==> src/rtl/fft_seq_pkg.sv <==
package fft_seq_pkg;
  typedef enum logic {
    SEQ_DIT = 1'b0,
    SEQ_DIF = 1'b1
  } seq_mode_e;
endpackage

==> src/rtl/fft_bfly_cnt.sv <==
module fft_bfly_cnt
  import fft_seq_pkg::*;
#(
  parameter int LOG2N = 4,
  parameter int HW    = 3,
  parameter int SW    = 2
) (
  input  logic          clk_i,
  input  logic          rst_ni,
  input  logic          start_i,
  input  seq_mode_e     mode_i,
  input  logic          ready_i,
  output logic          busy_o,
  output seq_mode_e     mode_o,
  output logic [HW-1:0] idx_o,
  output logic [SW-1:0] stage_o,
  output logic          done_o
);
  localparam logic [SW-1:0] LAST_STG = SW'(LOG2N - 1);

  logic last_idx, last_stg;
  assign last_idx = &idx_o;
  assign last_stg = (stage_o == LAST_STG);

  always_ff @(posedge clk_i or negedge rst_ni) begin
    if (!rst_ni) begin
      busy_o  <= 1'b0;
      mode_o  <= SEQ_DIT;
      idx_o   <= '0;
      stage_o <= '0;
      done_o  <= 1'b0;
    end else begin
      done_o <= 1'b0;
      if (!busy_o) begin
        if (start_i) begin
          busy_o  <= 1'b1;
          mode_o  <= mode_i;
          idx_o   <= '0;
          stage_o <= '0;
        end
      end else if (ready_i) begin
        if (last_idx) begin
          idx_o <= '0;
          if (last_stg) begin
            busy_o <= 1'b0;
            done_o <= 1'b1;
          end else begin
            stage_o <= stage_o + SW'(1);
          end
        end else begin
          idx_o <= idx_o + HW'(1);
        end
      end
    end
  end
endmodule

==> src/rtl/fft_addr_map.sv <==
module fft_addr_map
  import fft_seq_pkg::*;
#(
  parameter int LOG2N = 4,
  parameter int AW    = 4,
  parameter int HW    = 3,
  parameter int SW    = 2
) (
  input  seq_mode_e     mode_i,
  input  logic [HW-1:0] idx_i,
  input  logic [SW-1:0] stage_i,
  output logic [AW-1:0] top_o,
  output logic [AW-1:0] bot_o,
  output logic [HW-1:0] twid_o
);
  localparam logic [SW-1:0] MAX_SP = SW'(LOG2N - 1);

  // span log2: pair distance exponent; twiddle shift is its complement in both orders
  logic [SW-1:0] span_lg, tw_sh;
  logic [HW-1:0] pos_mask, pos, grp_bits;

  always_comb begin
    span_lg  = (mode_i == SEQ_DIF) ? (MAX_SP - stage_i) : stage_i;
    tw_sh    = MAX_SP - span_lg;
    pos_mask = (HW'(1) << span_lg) - HW'(1); // wraps to all ones at span_lg == HW
    pos      = idx_i & pos_mask;
    grp_bits = idx_i & ~pos_mask;
    top_o    = ({1'b0, grp_bits} << 1) | {1'b0, pos};
    bot_o    = top_o | (AW'(1) << span_lg);
    twid_o   = pos << tw_sh;
  end
endmodule

==> src/rtl/fft_addr_seq.sv <==
module fft_addr_seq
  import fft_seq_pkg::*;
#(
  parameter int N_PTS = 16,
  localparam int AW    = $clog2(N_PTS),
  localparam int HW    = AW - 1,
  localparam int SW    = (AW > 2) ? $clog2(AW) : 1
) (
  input  logic          clk_i,
  input  logic          rst_ni,
  input  logic          start_i,
  input  logic          mode_i,
  input  logic          ready_i,
  output logic          valid_o,
  output logic [AW-1:0] top_addr_o,
  output logic [AW-1:0] bot_addr_o,
  output logic [HW-1:0] twid_o,
  output logic [SW-1:0] stage_o,
  output logic          done_o
);
  seq_mode_e     run_mode;
  logic [HW-1:0] bfly_idx;
  logic          busy;

  fft_bfly_cnt #(.LOG2N(AW), .HW(HW), .SW(SW)) u_cnt (
    .clk_i  (clk_i),
    .rst_ni (rst_ni),
    .start_i(start_i),
    .mode_i (seq_mode_e'(mode_i)),
    .ready_i(ready_i),
    .busy_o (busy),
    .mode_o (run_mode),
    .idx_o  (bfly_idx),
    .stage_o(stage_o),
    .done_o (done_o)
  );

  fft_addr_map #(.LOG2N(AW), .AW(AW), .HW(HW), .SW(SW)) u_map (
    .mode_i (run_mode),
    .idx_i  (bfly_idx),
    .stage_i(stage_o),
    .top_o  (top_addr_o),
    .bot_o  (bot_addr_o),
    .twid_o (twid_o)
  );

  assign valid_o = busy;
endmodule

==> config.mk <==
export PLATFORM = sky130hd
export DESIGN_NAME = fft_addr_seq
export DESIGN_NICKNAME = d
export VERILOG_FILES = /design/src/rtl/fft_seq_pkg.sv /design/src/rtl/fft_bfly_cnt.sv /design/src/rtl/fft_addr_map.sv /design/src/rtl/fft_addr_seq.sv
export SDC_FILE = /design/constraint.sdc
export NUM_CORES = 1
export LEC_CHECK = 0
export BUFFER_PORTS_ARGS = -buffer_cell sky130_fd_sc_hd__buf_2
export CAP_MARGIN = 20
export CORE_ASPECT_RATIO = 1.1
export CORE_UTILIZATION = 35
export CTS_CLUSTER_SIZE = 10
export DETAILED_ROUTE_END_ITERATION = 16
export PLACE_DENSITY = 0.67
export SLEW_MARGIN = 10
export SYNTH_ARGS = -nofsm -noshare
export SYNTH_HDL_FRONTEND = slang
export SYNTH_SLANG_ARGS = --single-unit
==> constraint.sdc <==
create_clock -name clk_i -period 1.7 [get_ports clk_i]
set_input_delay 0.34 -clock clk_i [delete_from_list [all_inputs] [get_ports clk_i]]
set_output_delay 0.34 -clock clk_i [all_outputs]
set_load 0.005 [all_outputs]
==> impl_metrics.json, run 1 <==
{
  "status": "complete, but fails checks",
  "violations": "setup timing",
  "htree_levels": 1,
  "yosysWarnings": 0,
  "synth_edf_count": 0,
  "cp.arrival_ns": 1.46,
  "vias": 633,
  "grt_max_degree": 13,
  "r2r_cells": 5,
  "finClkSkew_ns": 0.0003710,
  "period_share_pct": 105.6,
  "grt_pass1_vias": 504,
  "dieHeight_um": 46.43,
  "clk_pin_slew_worst_paths_ns": 0.05,
  "synth.most_common_cell": "dfrtp_1",
  "drt_iter0_drc": 7,
  "cp_max_fo": 7,
  "rsz0062_at_grt": "yes",
  "synthArstFlopShare_pct": 100.0,
  "fp.dieW_um": 42.39,
  "antenna_found_initial": 0,
  "dr.pass1.iters": 4,
  "postPlaceCellArea_sq_um": 763.2,
  "vdd_drop_max_mv": 0.7168,
  "rows": 15,
  "final_nets": 108,
  "hold_depth": 2,
  "grt-ovfl-total": 0,
  "cts_buffer_depth": 2,
  "yosys-top-cells-area": "dfrtp_1 32%, ha_1 8.0%, a32o_1 6.4%",
  "r2r_slack_ns": 0.15,
  "syn_inst": 64,
  "fin_ws_ns": -0.09596,
  "syn_area_sq_um": 628.1,
  "worst_slew_pin_slew_ns": 0.2614,
  "cts_buffers": 3,
  "syn_to_final_growth_pct": 43.43,
  "maxCapViolations": 0,
  "viasPerCell": 5.553,
  "hp-class": "primary input to flop",
  "relSlewSlack_pct": 82.54,
  "fin_crit_ns": 1.796,
  "wirelength_mm": 1.542,
  "leakage_nw": 0.4529,
  "synthTopCellsByCount": "8 x dfrtp_1, 6 x nor2_1, 4 x a32o_1, 4 x ha_1, 4 x nand2_1",
  "ys_seq_area_share_pct": 31.87,
  "drc": 0,
  "synth_flop_cell": "dfrtp_1",
  "synth_top_area_cell": "dfrtp_1",
  "layout-drive-gt1-share_pct": 46.39,
  "grt_usage_pct": 15.33,
  "setup_viol": 10,
  "clock_latency_ns": 0.26,
  "fp.dieArea_sq_um": 1968,
  "syn_area_per_cell_sq_um": 9.814,
  "tritoncts": "yes",
  "ioPinCount": 20,
  "required_ns": 1.36,
  "ys_types": 33,
  "diodes": 0,
  "cp-start-kind": "flop",
  "design.core.area_sq_um": 1614,
  "portBuffers": 19,
  "powerDensity_nw_per_um2": 1671,
  "fmax_mhz": 556.8,
  "final_antenna_net_count": 0,
  "hpwl_mm": 1.023,
  "cts.sinks": 8,
  "maxSlewViolCount": 0,
  "wl_per_cell_um": 13.53,
  "syn_nets": 73,
  "cts-root-buf": "clkbuf_4",
  "start_util_pct": 38.91,
  "final_area_sq_um": 900.9,
  "worst_setup_path_end_kind": "primary output",
  "gp_congestion": 0.8239,
  "synth_top_area_share_pct": 31.87,
  "grt_first_pass_wirelength_mm": 2.221,
  "finalHoldViolations": 0,
  "final_util_pct": 55.81,
  "synth-seq-cells": 8,
  "crit_type": "flop to primary output"
}
==> cell families (layout without fill, tap and decap cells) <==
kind of cell | after synthesis | count (layout) | synth area share [%]
XOR/XNOR | 1 | 1 | 1.395
flip-flops | 8 | 8 | 31.87
buffers and inverters | 5 | 38 | 4.980
adder cells (fa/ha/maj) | 4 | 4 | 7.968
AND/OR/NAND/NOR | 25 | 25 | 23.70
AO/OA/AOI/OAI | 18 | 18 | 23.31
multiplexers | 3 | 3 | 6.773
==> metrics by stage <==
stage | setup WS, ns | hold slack [ns] | power [mW] | setup TNS [ns] | std cells
after floorplan | 0.2771 | 0.04441 | 0.8347 | 0 | 64
final | -0.09596 | 0.3241 | 1.506 | -0.5321 | 114
after detailed placement | 0.06774 | 0.1926 | 1.135 | 0 | 101
after global placement | 0.1106 | 0.1913 | 1.113 | 0 | 101
after CTS | -0.08412 | 0.3276 | 1.393 | -0.5244 | 110
after global routing | -0.1419 | 0.3292 | 1.626 | -1.263 | 114
==> power breakdown <==
part	total, mW	switching, mW	internal (mW)
logic	1.01	0.434	0.581
clock network	0.152	0.0708	0.0812
registers	0.339	0.0880	0.251
==> worst paths after layout <==
check / start / to
max: u_cnt.stage_o[1]$_DFFE_PN0P_ / bot_addr_o[0]
min in group asynchronous: rst_ni / u_cnt.done_o$_DFF_PN0_
max reg2reg: u_cnt.stage_o[0]$_DFFE_PN0P_ / u_cnt.stage_o[1]$_DFFE_PN0P_
min reg2reg: u_cnt.idx_o[1]$_DFFE_PN0P_ / u_cnt.idx_o[1]$_DFFE_PN0P_
max in group asynchronous: rst_ni / u_cnt.stage_o[1]$_DFFE_PN0P_
min: mode_i / u_cnt.mode_o$_DFFE_PN0P_
==> layer usage <==
layer	vias up	global-route usage, %	share of wire [%]
li1	310	-	-
met1	301	19.42	44
met2	20	25.85	50
met3	2	2.353	4.7
met4	0	7.500	0.71
met5	-	0	0
==> cell type report <==
class                      instances  area [sq um]
tap                               17         21.27
inverter                           2         7.507
timing repair buffer              33         222.7
clock buffer                       3         22.52
fill                             165         713.2
sequential                         8         203.9
multi-input combinational         51         422.9
==> flip-flops by register name (all words and copies together), names as in the netlist <==
signal and flops:
u_cnt.busy_o 1, u_cnt.done_o 1, u_cnt.idx_o 3, u_cnt.mode_o 1, u_cnt.stage_o 2
==> placed cells by master, fill, tap and decap left out, drive strengths merged, types with 2 or more instances in the layout <==
| cell | n |
|---|---|
| buf | 31 |
| dfrtp | 8 |
| nor2 | 6 |
| nand2 | 4 |
| a32o | 4 |
| ha | 4 |
| clkbuf | 4 |
| o21bai | 3 |
| mux2i | 3 |
| o21ai | 3 |
| or2b | 2 |
| nand2b | 2 |
| and3b | 2 |
| inv | 2 |
| a22o | 2 |
| nor3b | 2 |
==> critical path, stage by stage, from the launching register on <==
cell,delay [ns]
dfrtp_2,0.42
buf_6,0.14
and3_4,0.17
or3_1,0.33
buf_2,0.13
==> what timing repair did <==
action / CTS / global route
pin swaps: 2 / 4
hold buffers: 1 / 0
setup endpoints to repair: 10 / 11
gates resized for setup: 7 / 8
buffers inserted: 5 / 4
endpoints found under the hold margin: 8 / 0
Power figures use the tool's default switching activity.
==> inputs of run 2 (changes only) <==
--- a/config.mk
+++ b/config.mk
@@ -7,11 +7,13 @@
 export LEC_CHECK = 0
 export BUFFER_PORTS_ARGS = -buffer_cell sky130_fd_sc_hd__buf_2
 export CAP_MARGIN = 20
+export CELL_PAD_IN_SITES_DETAIL_PLACEMENT = 0
+export CELL_PAD_IN_SITES_GLOBAL_PLACEMENT = 1
 export CORE_ASPECT_RATIO = 1.1
 export CORE_UTILIZATION = 35
 export CTS_CLUSTER_SIZE = 10
 export DETAILED_ROUTE_END_ITERATION = 16
-export PLACE_DENSITY = 0.67
+export PLACE_DENSITY = 0.83
 export SLEW_MARGIN = 10
 export SYNTH_ARGS = -nofsm -noshare
 export SYNTH_HDL_FRONTEND = slang
==> run 2 against run 1 <==
Effect of this change:
- the run still ends with setup timing left
- combinational power decreased by 7%
- largest cell class unchanged
- wire length decreased by 13%
- critical path type unchanged
- via count decreased by 5.2%
- register-to-register slack about the same
- clock power decreased by 7%
- worst hold slack improved by 0.011 ns
- first-iteration DRC count decreased by 29%
- count of clock-buffer cells in the layout unchanged
- worst setup slack improved by 0.0077 ns
- die area unchanged
- final area decreased by 3.6%
- sequential share of layout area increased by 0.99 points
==> impl_metrics.json, run 2 (same netlist as run 1, synthesis figures left out) <==
{
  "gp_congestion": 0.7602,
  "cts_buffer_depth": 2,
  "cpPeakStageDelay_ns": 0.43,
  "regMostFlops": "u_cnt.idx_o",
  "comb_power_share_pct": 66.0,
  "relSlewSlack_pct": 77.76,
  "fin_crit_ns": 1.788,
  "hold_depth": 2,
  "swShare_pct": 38.05,
  "finalHoldViolations": 0,
  "p_sw_mw": 0.5395,
  "whs_ns": 0.3348,
  "wl_per_cell_um": 12.25,
  "seqPwrFrac_pct": 24.0,
  "cts-root-buf": "clkbuf_4",
  "grt_max_degree": 11,
  "r2r_cells": 6,
  "fmax_mhz": 559.2,
  "layout_common_cells": "19 x buf_2, 6 x nor2_1, 6 x buf_4",
  "hp-class": "primary input to flop",
  "clock_latency_ns": 0.25,
  "dieHeight_um": 46.43,
  "min_to": "u_cnt.mode_o$_DFFE_PN0P_",
  "portBuffers": 19,
  "grt_pass1_vias": 507,
  "rows": 15,
  "cts_buffers": 3,
  "worst_setup_path_end_kind": "primary output",
  "viasPerCell": 5.455,
  "hpwl_um": 993.7,
  "finClkSkew_ns": 0.006284,
  "p_int_mw": 0.8786,
  "report.power.total_mw": 1.418,
  "required_ns": 1.36,
  "use_met1_pct": 16.11,
  "reg2reg_to": "u_cnt.stage_o[1]$_DFFE_PN0P_",
  "clockPowerShare_pct": 10.0,
  "fp.dieArea_sq_um": 1968,
  "htree_levels": 1,
  "grt_busiest_layer": "met2",
  "rsz0062_at_grt": "yes",
  "postPlaceCellArea_sq_um": 755.7,
  "grt_use_met3_pct": 3.529,
  "cts.sinks": 8,
  "vias": 600,
  "top_regs": "u_cnt.idx_o: 3 flops, u_cnt.stage_o: 2 flops",
  "cp_cell_sequence": "buf_6, and3_4, or3_1, buf_2",
  "tritoncts": "yes",
  "worst_slew_pin_slew_ns": 0.3314,
  "largest_register_ffs": 3,
  "wirelength_mm": 1.347,
  "dr.pass1.iters": 3,
  "fin_cells": 110,
  "drc": 0,
  "fin_ws_ns": -0.08831,
  "maxSlewViolCount": 0,
  "design.core.area_sq_um": 1614,
  "r2r_slack_ns": 0.16,
  "cp-start-kind": "flop",
  "status": "complete, but fails checks",
  "slowest_stage": "dfrtp_2",
  "cp-startpoint": "u_cnt.stage_o[1]$_DFFE_PN0P_",
  "path_delay_family": "simple AND/OR/NAND/NOR gates",
  "clk_pin_slew_worst_paths_ns": 0.05,
  "violations": "setup timing",
  "drt_iter0_drc": 5,
  "start_util_pct": 38.91,
  "leakage_nw": 0.4309,
  "place_ws_ns": 0.06002,
  "crit_type": "flop to primary output",
  "grt_util_met2_pct": 27.69,
  "ioPinCount": 20,
  "path_buf_inv": 2,
  "final_area_sq_um": 868.3,
  "cp_max_fo": 7,
  "powerDensity_nw_per_um2": 1633,
  "setup_viol": 9,
  "grt_usage_pct": 14.69,
  "r2r-start": "u_cnt.stage_o[1]$_DFFE_PN0P_",
  "fp.dieW_um": 42.39,
  "final_nets": 104,
  "grt_first_pass_wirelength_mm": 2.132,
  "cp.arrival_ns": 1.45,
  "dp_cells": 100,
  "maxCapViolations": 0,
  "worstHoldStart": "mode_i",
  "layout-drive-gt1-share_pct": 44.09,
  "vdd_drop_max_mv": 0.8146,
  "syn_to_final_growth_pct": 38.25,
  "final_antenna_net_count": 0,
  "layout_commonest_cell": "buf_2",
  "period_share_pct": 105.2,
  "diodes": 0,
  "antenna_found_initial": 0,
  "grt-ovfl-total": 0
}
[run 2: area by class of cell]
| type | instances | area (sq um) |
|---|---|---|
| Tap cell | 17 | 21.27 |
| Timing Repair Buffer | 29 | 201.4 |
| Multi-Input combinational cell | 51 | 410.4 |
| Inverter | 2 | 7.507 |
| Clock buffer | 3 | 22.52 |
| Fill cell | 165 | 745.7 |
| Sequential cell | 8 | 205.2 |
[run 2: power groups by stage]
stage          clock network (mW)  logic, mW  registers, mW
2_1_floorplan                   0      0.507          0.327
3_3_place_gp                    0      0.736          0.363
3_5_place_dp                    0      0.750          0.368
4_1_cts                     0.148      0.928          0.337
5_1_grt                     0.155       1.05          0.353
6_report                    0.141      0.936          0.341
[run 2: through the flow]
| step | setup TNS, ns | util (%) |
|---|---|---|
| floorplan | 0 | - |
| global placement | 0 | 46.82 |
| detailed placement | 0 | 46.82 |
| CTS | -0.5373 | 52.95 |
| global route | -1.069 | 53.80 |
| finish | -0.4455 | 53.80 |
[run 2: how the worst max path moves through the flow]
stage                               end  slack, ns  cells after the start
after floorplan           bot_addr_o[0]       0.28                      3
after global placement        twid_o[1]       0.11                      4
after detailed placement      twid_o[1]       0.06                      4
after CTS                     twid_o[1]      -0.08                      5
after global routing      bot_addr_o[2]      -0.14                      4
final                     bot_addr_o[0]      -0.09                      4
[run 2: timing repair]
item,CTS,global route
hold endpoints to repair,8,0
endpoints found under the setup margin,10,11
hold buffers,1,0
setup buffers,6,0
pin swaps,3,1
gates resized for setup,7,4
[run 2: routing by layer]
metal,up-vias,wire length [um]
li1,300,-
met1,285,577
met3,0,53
met2,15,716
met4,0,0
met5,-,0
